## config.mk

```make
export PLATFORM = sky130hd
export DESIGN_NAME = arinc_tx
export DESIGN_NICKNAME = d
export VERILOG_FILES = /design/src/rtl/arinc_tx.sv
export SDC_FILE = /design/constraint.sdc
export NUM_CORES = 1
export LEC_CHECK = 0
export BUFFER_PORTS_ARGS = -buffer_cell sky130_fd_sc_hd__buf_2
export CAP_MARGIN = 10
export CORE_UTILIZATION = 40
export CTS_BUF_LIST = sky130_fd_sc_hd__clkbuf_8
export DETAILED_ROUTE_END_ITERATION = 6
export MAX_ROUTING_LAYER = met4
export SLEW_MARGIN = 20
export SYNTH_ARGS = -nofsm -noshare
export SYNTH_HDL_FRONTEND = slang
export SYNTH_SLANG_ARGS = --single-unit
```

## constraint.sdc

```tcl
create_clock -name clk -period 7 [get_ports clk]
set_input_delay 1.4 -clock clk [delete_from_list [all_inputs] [get_ports clk]]
set_output_delay 1.4 -clock clk [all_outputs]
set_load 0.005 [all_outputs]
```

## src/rtl/arinc_tx.sv

```systemverilog
module arinc_tx #(
  parameter int DEPTH         = 8,
  parameter int HALF_W        = 16,
  parameter int TICKS_PER_BIT = 10,
  parameter int HIGH_TICKS    = 5,
  parameter int GAP_BITS      = 4,
  parameter int SLOW_PRE      = 8
) (
  input  logic              clk,
  input  logic              rst_n,
  input  logic [HALF_W-1:0] din,
  input  logic              wr_lo,
  input  logic              wr_hi,
  input  logic              rate_slow,
  input  logic              par_en,
  input  logic              par_even,
  input  logic              tx_en,
  output logic              line_one,
  output logic              line_zero,
  output logic              tx_ready,
  output logic              fifo_full
);
  localparam int WORD_W    = 2 * HALF_W;
  localparam int AW        = $clog2(DEPTH);
  localparam int CW        = $clog2(DEPTH + 1);
  localparam int BW        = $clog2(WORD_W);
  localparam int PW        = $clog2(TICKS_PER_BIT);
  localparam int GAP_TICKS = GAP_BITS * TICKS_PER_BIT;
  localparam int GW        = $clog2(GAP_TICKS);
  localparam int SW        = $clog2(SLOW_PRE);

  typedef enum logic [1:0] {S_IDLE, S_SEND, S_GAP} state_t;

  state_t            state;
  logic [WORD_W-1:0] mem [DEPTH];
  logic [AW-1:0]     wptr, rptr;
  logic [CW-1:0]     count;
  logic [HALF_W-1:0] lo_half;
  logic              lo_valid;
  logic [WORD_W-1:0] sh;
  logic [BW-1:0]     bitn;
  logic [PW-1:0]     phase;
  logic [GW-1:0]     gcnt;
  logic [SW-1:0]     pre;
  logic [WORD_W-1:0] head;
  logic              push, start, tick, sending, bit_end, b32, pulse_on;

  function automatic logic [AW-1:0] nxt(input logic [AW-1:0] p);
    return (p == AW'(DEPTH - 1)) ? '0 : p + 1'b1;
  endfunction

  assign head      = mem[rptr];
  assign b32       = par_en ? ((^head[WORD_W-2:0]) ^ ~par_even) : head[WORD_W-1];
  assign push      = wr_hi & lo_valid & ~fifo_full;
  assign start     = (state == S_IDLE) & (count != '0) & tx_en;
  assign tick      = rate_slow ? (pre == SW'(SLOW_PRE - 1)) : 1'b1;
  assign bit_end   = tick & (phase == PW'(TICKS_PER_BIT - 1));
  assign sending   = (state == S_SEND);
  assign pulse_on  = sending & (phase < PW'(HIGH_TICKS));
  assign line_one  = pulse_on & sh[0];
  assign line_zero = pulse_on & ~sh[0];
  assign tx_ready  = (count == '0) & ~sending;
  assign fifo_full = (count == CW'(DEPTH));

  always_ff @(posedge clk) begin
    if (push) mem[wptr] <= {din, lo_half};
  end

  always_ff @(posedge clk) begin
    if (!rst_n) begin
      lo_half  <= '0;
      lo_valid <= 1'b0;
      wptr     <= '0;
      rptr     <= '0;
      count    <= '0;
    end else begin
      if (wr_lo) begin
        lo_half  <= din;
        lo_valid <= 1'b1;
      end else if (wr_hi) begin
        lo_valid <= 1'b0;
      end
      if (push)  wptr <= nxt(wptr);
      if (start) rptr <= nxt(rptr);
      case ({push, start})
        2'b10:   count <= count + 1'b1;
        2'b01:   count <= count - 1'b1;
        default: count <= count;
      endcase
    end
  end

  always_ff @(posedge clk) begin
    if (!rst_n) begin
      state <= S_IDLE;
      sh    <= '0;
      bitn  <= '0;
      phase <= '0;
      gcnt  <= '0;
      pre   <= '0;
    end else begin
      case (state)
        S_IDLE: begin
          if (start) begin
            state <= S_SEND;
            sh    <= {b32, head[WORD_W-2:0]};
            bitn  <= '0;
            phase <= '0;
            pre   <= '0;
          end
        end
        S_SEND: begin
          pre <= (pre == SW'(SLOW_PRE - 1)) ? '0 : pre + 1'b1;
          if (tick) phase <= bit_end ? '0 : phase + 1'b1;
          if (bit_end) begin
            sh   <= sh >> 1;
            bitn <= bitn + 1'b1;
            if (bitn == BW'(WORD_W - 1)) begin
              state <= S_GAP;
              gcnt  <= '0;
            end
          end
        end
        default: begin
          pre <= (pre == SW'(SLOW_PRE - 1)) ? '0 : pre + 1'b1;
          if (tick) begin
            if (gcnt == GW'(GAP_TICKS - 1)) state <= S_IDLE;
            else gcnt <= gcnt + 1'b1;
          end
        end
      endcase
    end
  end
endmodule

```

==> metrics.txt, run 1 <==
outcome=finished, final reports clean; Slew Viols, Final=0; Cells after Synth=888; syn_nets=926; core outline area=0.0336 mm2; largest net degree at the start of global routing=77; PostCTS Resize Cnt=0; crit share post-route=51.0%; #FFs+latches synth=338; R2R Path End=sh[31]; sequential-to-total area share from yosys stat=68.0%; setup TNS=0 ns; worst-margin pin slew=1.08 ns; Detail Placement HPWL=15400 um; final setup vio count=0; Hold EP=sh[26]; DIE HEIGHT=187 um; Syn. warnings=0; clock-pin slew on the worst setup and hold paths=0.06 ns; Worst Path Required=7.51 ns; routed length per instance=19.3 um; Peak Freq=280 MHz; fin area=0.0154 mm2; Clock Tree Root=clkbuf_8; most used cell along the critical path=xnor3_1; Hold Fails Final Rpt=0; PnR worst setup slack=3.43 ns; cell total after placement=1330; Most used DFF post-synth=edfxtp_1; RSZ-0062 raised after global routing=no; critical path, cell by cell=buf_4 -> mux4_2 -> nor2_1 -> a221oi_1 -> xnor2_1 -> xnor3_1 -> xnor3_1 -> xnor3_1 -> o21ai_1; setup bufs post-CTS=0; CTS max path bufs=3; Diodes inserted=0; CTS Buf Count=55; I/O Pins=28; FF-to-FF setup slack=3.43 ns; routed vias/inst=5.12; total track usage=16.7%; cell area after placement=0.0144 mm2; Vias=7341; TritonCTS clock tree=built; via count of the first global-routing pass=7529; Clock Sinks=338; count of cell types in the netlist=45; initial antenna violation count=0; worst hold path startpoint=sh[26]; first-pass GRT wire length=43800 um; die area=0.0351 mm2; number of enable flip-flop cells after synthesis=256; Hold Crit Class=reg -> reg; Core Rows=67; DRT iter0 DRCs=425; Area Overhead vs Synth=12.0%; fin nets=977; critical path startpoint category=flop; post-detailed-route DRC marker count=0; htree depth=2; DR pass1 iterations=4; Clock Latency Late Sink=0.58 ns; Max Cap Viol=0; DP Worst Slack=3.24 ns; fillcell total=2948; port bufs=27; Async SR Flop Fraction=0%; relative slew slack=27.9%; DRT antenna net count=0; layout cells sized above 1=15.7%; Final Non-Filler Cells=1434; routed wire length=27700 um; hold-critical path depth=2; global route total overflow=0; die width=187 um; CP Max Fanout=62; Mean Syn Cell Area=15.5 um2; setup skew after layout=0.0199 ns; area occupied by multi-input gates=0.00417 mm2; FF-to-FF path depth=9; Period minus WS final=3.57 ns; critical path class=reg -> reg; Worst path slowest cell=buf_4; Final Wtd Congestion=0.762; peak per-stage delay on the critical path=0.87 ns; Core Util, Final=45.7%; Crit path arrival time=4.08 ns; PD cells=330 mW/mm2; crit end category=flop; static leakage=5.54 nW; Post-CTS Hold Buffers=0; FF/Latch Area=0.00933 mm2; worst vdd ir=200 uV; Initial Util=40.8%; area of the mapped netlist=0.0137 mm2
## cells in the final DEF (no fill, tap or decap), types with 4 or more instances in the layout
cell type | synthesis | layout
edfxtp_1 | 256 | 256
dfxtp_1 | 82 | 80
mux2i_1 | 75 | 75
nor2_1 | 73 | 71
clkbuf_8 | 0 | 61
inv_1 | 7 | 36
o21ai_0 | 34 | 34
nand2_1 | 32 | 32
mux4_2 | 30 | 30
nor2b_1 | 30 | 28
o211a_1 | 27 | 27
o21a_1 | 27 | 27
buf_2 | 4 | 27
a22oi_1 | 26 | 26
xnor2_1 | 25 | 25
buf_4 | 7 | 16
a21boi_0 | 14 | 14
ha_1 | 14 | 14
xor2_1 | 13 | 13
nand3_1 | 9 | 9
clkinv_1 | 0 | 9
a21oi_1 | 7 | 7
mux4_1 | 7 | 7
nand4_1 | 5 | 5
nor3_1 | 6 | 4
and2_1 | 4 | 4
o211ai_1 | 4 | 4
## area by class of cell
cell class              instances  area share, %
repair buffers                 43           1.66
well taps                     448           3.65
clock buffers                  61           5.46
multi-input cells             493           27.2
inverters                       8          0.195
flip-flops and latches        338           60.7
clock inverters                43           1.13
## metal layers
metal  up-vias  routed length (um)  share of wire, %  GRT usage, %
met5         -                   0                 0             -
met4         0                 569               2.1          5.26
met3        54                1200               4.4          3.02
met2       152               13200                48          26.3
met1      3633               12700                46          21.8
li1       3502                   -                 -             -
## through the flow
stage                     hold WS [ns]  total power [mW]
after floorplan                  0.441              3.31
after global placement           0.454              3.57
after detailed placement         0.459              3.57
after CTS                        0.467              5.14
after global routing             0.492              5.34
final                            0.461              5.07
## worst max-delay path by stage
| stage | depth (start not counted) | start | end | slack, ns |
|---|---|---|---|---|
| 6_report | 9 | flop | sh[31] | 3.43 |
| 2_1_floorplan | 3 | wr_hi | mem[2][0] | 1.35 |
| 5_1_grt | 10 | flop | sh[31] | 3.12 |
| 4_1_cts | 9 | flop | sh[31] | 3.34 |
| 3_5_place_dp | 10 | tx_en | count[2] | 3.24 |
| 3_3_place_gp | 10 | tx_en | count[2] | 3.25 |
## logic make-up (layout without fill, tap and decap cells)
group / after synthesis / count (layout) / synth area share, %
AO/OA/AOI/OAI: 146 / 146 / 7.70
XOR/XNOR: 41 / 41 / 2.92
adder cells (fa/ha/maj): 14 / 14 / 1.28
buffers and inverters: 57 / 155 / 2.01
flip-flops: 338 / 338 / 68.0
multiplexers: 114 / 114 / 11.9
AND/OR/NAND/NOR: 178 / 178 / 6.20
## worst max-delay path, delay by kind of cell (launching register included)
kind / cells / cell delay [ns]
XOR/XNOR: 4 / 1.07
flip-flops: 1 / 0.66
buffers and inverters: 1 / 0.87
AO/OA/AOI/OAI: 2 / 0.47
AND/OR/NAND/NOR: 1 / 0.04
multiplexers: 1 / 0.37
## power by group
group	internal [mW]	total, mW	switching [mW]
registers	2.27	2.38	0.110
clock network	0.797	1.55	0.754
logic	0.582	1.14	0.562
## state kept, by name, summed over array words and instances, names as in the netlist, 4 cells and up, named ones only
signal and cells:
lo_half 16, mem 256, phase 4, bitn 5
count 4, sh 32, gcnt 6
## synth_stat cells (5+ instances only)
cell	instances	share of area [%]
nor3_1	6	0.22
xnor2_1	25	1.6
dfxtp_1	82	12
nor2_1	73	2.0
inv_1	7	0.19
o21ai_0	34	1.2
a21boi_0	14	0.77
nand2_1	32	0.88
nor3b_1	5	0.27
edfxtp_1	256	56
mux4_2	30	4.9
nor2b_1	30	1.4
buf_4	7	0.38
o21a_1	27	1.5
mux4_1	7	1.3
a21oi_1	7	0.26
mux2i_1	75	5.5
o211a_1	27	2.0
nand4_1	5	0.23
clkbuf_1	32	0.88
a22oi_1	26	1.4
xor2_1	13	0.83
ha_1	14	1.3
nand3_1	9	0.33
Note: power is estimated with default switching activity, not from simulation.
==> run 2, diff against run 1 <==
clock period = 3 ns   (was 7 ns; I/O delays follow)
==> metrics.txt, run 2 (synthesis gave the netlist of run 1 again) <==
outcome=finished, final reports clean (unchanged); biggest regs=mem (256), sh (32), lo_half (16) (unchanged); DIE HEIGHT=187 um (unchanged); Slew Viols, Final=0 (unchanged); CTS Buf Count=53 (was 55); Hold Crit Class=in -> reg (was reg -> reg); Crit path arrival time=3.35 ns (was 4.08 ns); die width=187 um (unchanged); Clock Latency Late Sink=0.60 ns (was 0.58 ns); Vias=7594 (was 7341); crit share post-route=94.8% (was 51.0%); FF-to-FF setup slack=0.16 ns (was 3.43 ns); DRT iter0 DRCs=533 (was 425); static leakage=5.69 nW (was 5.54 nW); global route total overflow=0 (unchanged); Initial Util=40.8% (unchanged); first-pass GRT wire length=44600 um (was 43800 um); most frequent cells in the layout=edfxtp_1 (256), dfxtp_1 (79), mux2i_1 (73), nor2_1 (71), clkbuf_8 (62) (was edfxtp_1 (256), dfxtp_1 (80), mux2i_1 (75), nor2_1 (71), clkbuf_8 (61)); CTS max path bufs=3 (unchanged); critical path startpoint category=flop (unchanged); via count of the first global-routing pass=7753 (was 7529); worst setup path end=sh[31] (unchanged); routed vias/inst=5.25 (was 5.12); CP Max Fanout=24 (was 62); initial antenna violation count=0 (unchanged); routed length per instance=20.0 um (was 19.3 um); die area=0.0351 mm2 (unchanged); core outline area=0.0336 mm2 (unchanged); Area Overhead vs Synth=15.7% (was 12.0%); FF-to-FF path depth=9 (unchanged); Post-CTS Hold Buffers=0 (unchanged); htree depth=2 (unchanged); PD cells=792 mW/mm2 (was 330 mW/mm2); I/O Pins=28 (unchanged); Diodes inserted=0 (unchanged); Period minus WS final=2.84 ns (was 3.57 ns); R2R Path End=sh[31] (unchanged); PnR worst setup slack=0.157 ns (was 3.43 ns); setup skew after layout=0.0281 ns (was 0.0199 ns); final setup vio count=0 (unchanged); worst vdd ir=499 uV (was 200 uV); DRT antenna net count=0 (unchanged); post-detailed-route DRC marker count=0 (unchanged); most common cell after layout, fill and taps aside=edfxtp_1 (unchanged); clock-pin slew on the worst setup and hold paths=0.07 ns (was 0.06 ns); critical path class=reg -> reg (unchanged); Design Power=12.6 mW (was 5.07 mW); Top reg by flops=mem (unchanged); Clock Sinks=338 (unchanged); worst-margin pin slew=0.735 ns (was 1.08 ns); relative slew slack=51.0% (was 27.9%); total track usage=17.1% (was 16.7%); Clock Tree Root=clkbuf_8 (unchanged); RSZ-0062 raised after global routing=no (unchanged); port bufs=27 (unchanged); DR pass1 iterations=5 (was 4); routed wire length=28900 um (was 27700 um); Worst Path Required=3.50 ns (was 7.51 ns); Max Cap Viol=0 (unchanged); Detail Placement HPWL=15800 um (was 15400 um); crit end category=flop (unchanged); Hold Fails Final Rpt=0 (unchanged); Final Wtd Congestion=0.750 (was 0.762); max reg flops=256 (unchanged); DP Worst Slack=0.128 ns (was 3.24 ns); fin nets=991 (was 977); Peak Freq=352 MHz (was 280 MHz); TritonCTS clock tree=built (unchanged); layout cells sized above 1=18.9% (was 15.7%); Core Rows=67 (unchanged); largest net degree at the start of global routing=51 (was 77)
==> run 2: changes by cell type in the layout (fill, tap and decap cells not counted), sizes merged <==
cell,change
buf,+14
bufinv,+4
clkbuf,+3
clkinv,+6
clkinvlp,+1
inv,-16
==> run 2: how the worst min path moves through the flow <==
stage                 start          to  slack [ns]  cells past startpoint
floorplan            sh[25]      sh[25]        0.44                      2
finish              din[15]  mem[6][31]        0.31                      1
CTS                 din[15]  mem[6][31]        0.28                      1
global route         din[2]  mem[1][18]        0.29                      1
detailed placement   sh[25]      sh[25]        0.46                      2
global placement     sh[25]      sh[25]        0.45                      2
==> run 2: routing by layer <==
layer  global-route usage (%)  routed length [um]  vias to the layer above
met3                     2.74                1330                       38
met4                     4.54                 425                        0
met1                     23.5               13700                     3862
met5                        -                   0                        -
li1                         -                   -                     3529
met2                     26.7               13400                      165
==> run 2: layout make-up <==
type                    instances  area (um2)
inverters                       8        30.0
flip-flops and latches        338        9340
clock inverters                38         278
repair buffers                 59         579
well taps                     448         561
multi-input cells             493        4240
fillers                      2916       17700
clock buffers                  62         853
==> run 2: what timing repair did <==
item | 4_1_cts | 5_1_grt
endpoints found under the setup margin | 0 | 1
gates resized for setup | 0 | 8
setup buffers | 0 | 2
==> run 2: worst max-delay path, stage by stage (launching register included) <==
cell      delay (ns)
dfxtp_2         0.50
nor2b_2         0.39
buf_12          0.25
a221oi_1        0.13
buf_4           0.17
xnor2_1         0.16
xnor3_1         0.44
xnor3_1         0.39
xnor3_1         0.21
o21ai_1         0.13
==> run 2: power breakdown <==
part           internal [mW]  leakage (nW)  switching, mW  total [mW]
Clock                   2.24         0.627           1.81        4.05
Sequential              5.28          3.00          0.194        5.48
Combinational           1.54          2.06           1.51        3.05
==> run 2: stage by stage <==
stage | TNS [ns] | util, % | std cells | cell area (um2) | hold WS (ns)
floorplan | -31.46 | - | 888 | 13800 | 0.441
global placement | 0 | 43.6 | 1342 | 14600 | 0.450
detailed placement | 0 | 43.6 | 1342 | 14600 | 0.457
CTS | 0 | 46.9 | 1442 | 15800 | 0.282
global route | 0 | 47.2 | 1446 | 15900 | 0.292
finish | 0 | 47.2 | 1446 | 15900 | 0.312
==> run 3, diff against run 2 <==
CORE_UTILIZATION = 58   (was 40)
PLACE_DENSITY = 0.78   (was unset)
==> metrics.txt, run 3 (synthesis gave the netlist of run 1 again) <==
most common cell after layout, fill and taps aside=edfxtp_1 (unchanged); most used cell along the critical path=xnor3_1 (unchanged); setup bufs post-CTS=0 (unchanged); Area Overhead vs Synth=11.8% (was 15.7%); highest metal used=met4 (unchanged); Final Non-Filler Cells=1303 (was 1446); Core Rows=55 (was 67); worst hold margin=0.336 ns (was 0.312 ns); Period minus WS final=2.87 ns (was 2.84 ns); RSZ-0062 raised after global routing=no (unchanged); first-pass GRT wire length=42800 um (was 44600 um); Peak Freq=348 MHz (was 352 MHz); Clock Tree Root=clkbuf_8 (unchanged); global route total overflow=0 (unchanged); WL met2=13200 um (was 13400 um); Worst Path Required=3.48 ns (was 3.50 ns); relative slew slack=50.2% (was 51.0%); Detail Placement HPWL=15600 um (was 15800 um); max reg flops=256 (unchanged); Vias=7647 (was 7594); DIE HEIGHT=156 um (was 187 um); Initial Util=59.9% (was 40.8%); Core Util, Final=67.0% (was 47.2%); port bufs=27 (unchanged); CTS Buf Count=51 (was 53); crit share post-route=95.8% (was 94.8%); Max Cap Viol=0 (unchanged); routed wire length=26800 um (was 28900 um); Post-Route M1 WL=11500 um (was 13700 um); CP Max Fanout=10 (was 24); total track usage=24.0% (was 17.1%); cell total after placement=1208 (was 1342); fillcell total=1587 (was 2916); Clock Sinks=338 (unchanged); via count of the first global-routing pass=7940 (was 7753); die width=156 um (was 187 um); DR pass1 iterations=5 (unchanged); setup TNS=0 ns (unchanged); die area=0.0243 mm2 (was 0.0351 mm2); Hold Fails Final Rpt=0 (unchanged); peak per-stage delay on the critical path=0.62 ns (was 0.50 ns); TritonCTS clock tree=built (unchanged); routed vias/inst=5.87 (was 5.25); DRT iter0 DRCs=535 (was 533); Diodes inserted=0 (unchanged); Slew Viols, Final=0 (unchanged); post-detailed-route DRC marker count=0 (unchanged); Top reg by flops=mem (unchanged); Hold Crit Class=in -> reg (unchanged); Final Wtd Congestion=0.747 (was 0.750); biggest regs=mem (256), sh (32), lo_half (16) (unchanged); Crit path arrival time=3.36 ns (was 3.35 ns); PD cells=760 mW/mm2 (was 792 mW/mm2); critical path startpoint category=flop (unchanged); Worst path slowest cell=mux4_1 (was dfxtp_2); largest net degree at the start of global routing=48 (was 51); layout cells sized above 1=16.3% (was 18.9%); routed length per instance=20.5 um (was 20.0 um); CTS max path bufs=3 (unchanged); final setup vio count=0 (unchanged); crit end category=flop (unchanged); core outline area=0.0229 mm2 (was 0.0336 mm2); clock-pin slew on the worst setup and hold paths=0.06 ns (was 0.07 ns); Clock Latency Late Sink=0.56 ns (was 0.60 ns); outcome=finished, final reports clean (unchanged); DRT antenna net count=0 (unchanged); most frequent cells in the layout=edfxtp_1 (256), dfxtp_1 (80), mux2i_1 (74), nor2_1 (71), clkbuf_8 (53) (was edfxtp_1 (256), dfxtp_1 (79), mux2i_1 (73), nor2_1 (71), clkbuf_8 (62)); static leakage=5.56 nW (was 5.69 nW); setup skew after layout=0.0182 ns (was 0.0281 ns); met3 routed WL=1620 um (was 1330 um); critical path, cell by cell=mux4_1 -> mux2i_2 -> xnor2_1 -> xnor2_1 -> xnor3_1 -> xnor3_1 -> xnor3_1 -> o21ai_1 (was nor2b_2 -> buf_12 -> a221oi_1 -> buf_4 -> xnor2_1 -> xnor3_1 -> xnor3_1 -> xnor3_1 -> o21ai_1); worst vdd ir=413 uV (was 499 uV); I/O Pins=28 (unchanged); critical path class=reg -> reg (unchanged); PostCTS Resize Cnt=0 (unchanged); fin nets=986 (was 991); Post-CTS Hold Buffers=0 (unchanged); htree depth=2 (unchanged); worst-margin pin slew=0.747 ns (was 0.735 ns); initial antenna violation count=0 (unchanged)
## run 3: cell count changes in the layout (fill, tap and decap cells not counted), sizes merged
cell      delta
clkinv       -1
clkbuf      -11
bufinv       -4
clkinvlp     -2
buf          -1
inv         +11
## run 3: worst max-delay path: cells and delay by family (launching register included)
| kind | cells | cell delay (ns) |
|---|---|---|
| DFF | 1 | 0.45 |
| xor gates and xnor gates | 5 | 1.38 |
| muxes | 2 | 0.84 |
| AOI/OAI and AO/OA | 1 | 0.13 |
## run 3: per-stage QoR
stage	power [mW]	worst slack [ns]	instance area [um2]
after global placement	8.40	0.0818	14400
final	11.7	0.125	15300
after CTS	11.7	0.0538	15300
after floorplan	7.73	-0.371	13800
after global routing	12.2	0.00585	15300
after detailed placement	8.46	0.0659	14400
## run 3: layout make-up
cell class | instances | area (um2) | share of cell area (%)
clock buffers | 53 | 729 | 4.75
clock inverters | 42 | 164 | 1.07
inverters | 8 | 30.0 | 0.196
multi-input cells | 493 | 4230 | 27.6
flip-flops and latches | 338 | 9330 | 60.8
well taps | 313 | 392 | 2.55
repair buffers | 56 | 464 | 3.02
## run 3: power by group
part | switching (mW) | internal [mW]
Sequential | 0.211 | 5.29
Combinational | 1.44 | 1.45
Clock | 1.65 | 1.63
## run 3: path summary, 6_finish.rpt
check | end | startpoint | cells after the start | slack (ns)
setup / recovery | sh[31] | flop | 8 | 0.13
hold / removal | mem[2][22] | din[6] | 1 | 0.34
setup reg to reg | sh[31] | flop | 8 | 0.13
hold reg to reg | sh[26] | sh[26] | 2 | 0.47
## run 3: layer usage
metal	track usage [%]	up-vias
met2	40.0	243
met4	6.12	0
li1	-	3516
met3	3.50	38
met5	-	-
met1	31.2	3850
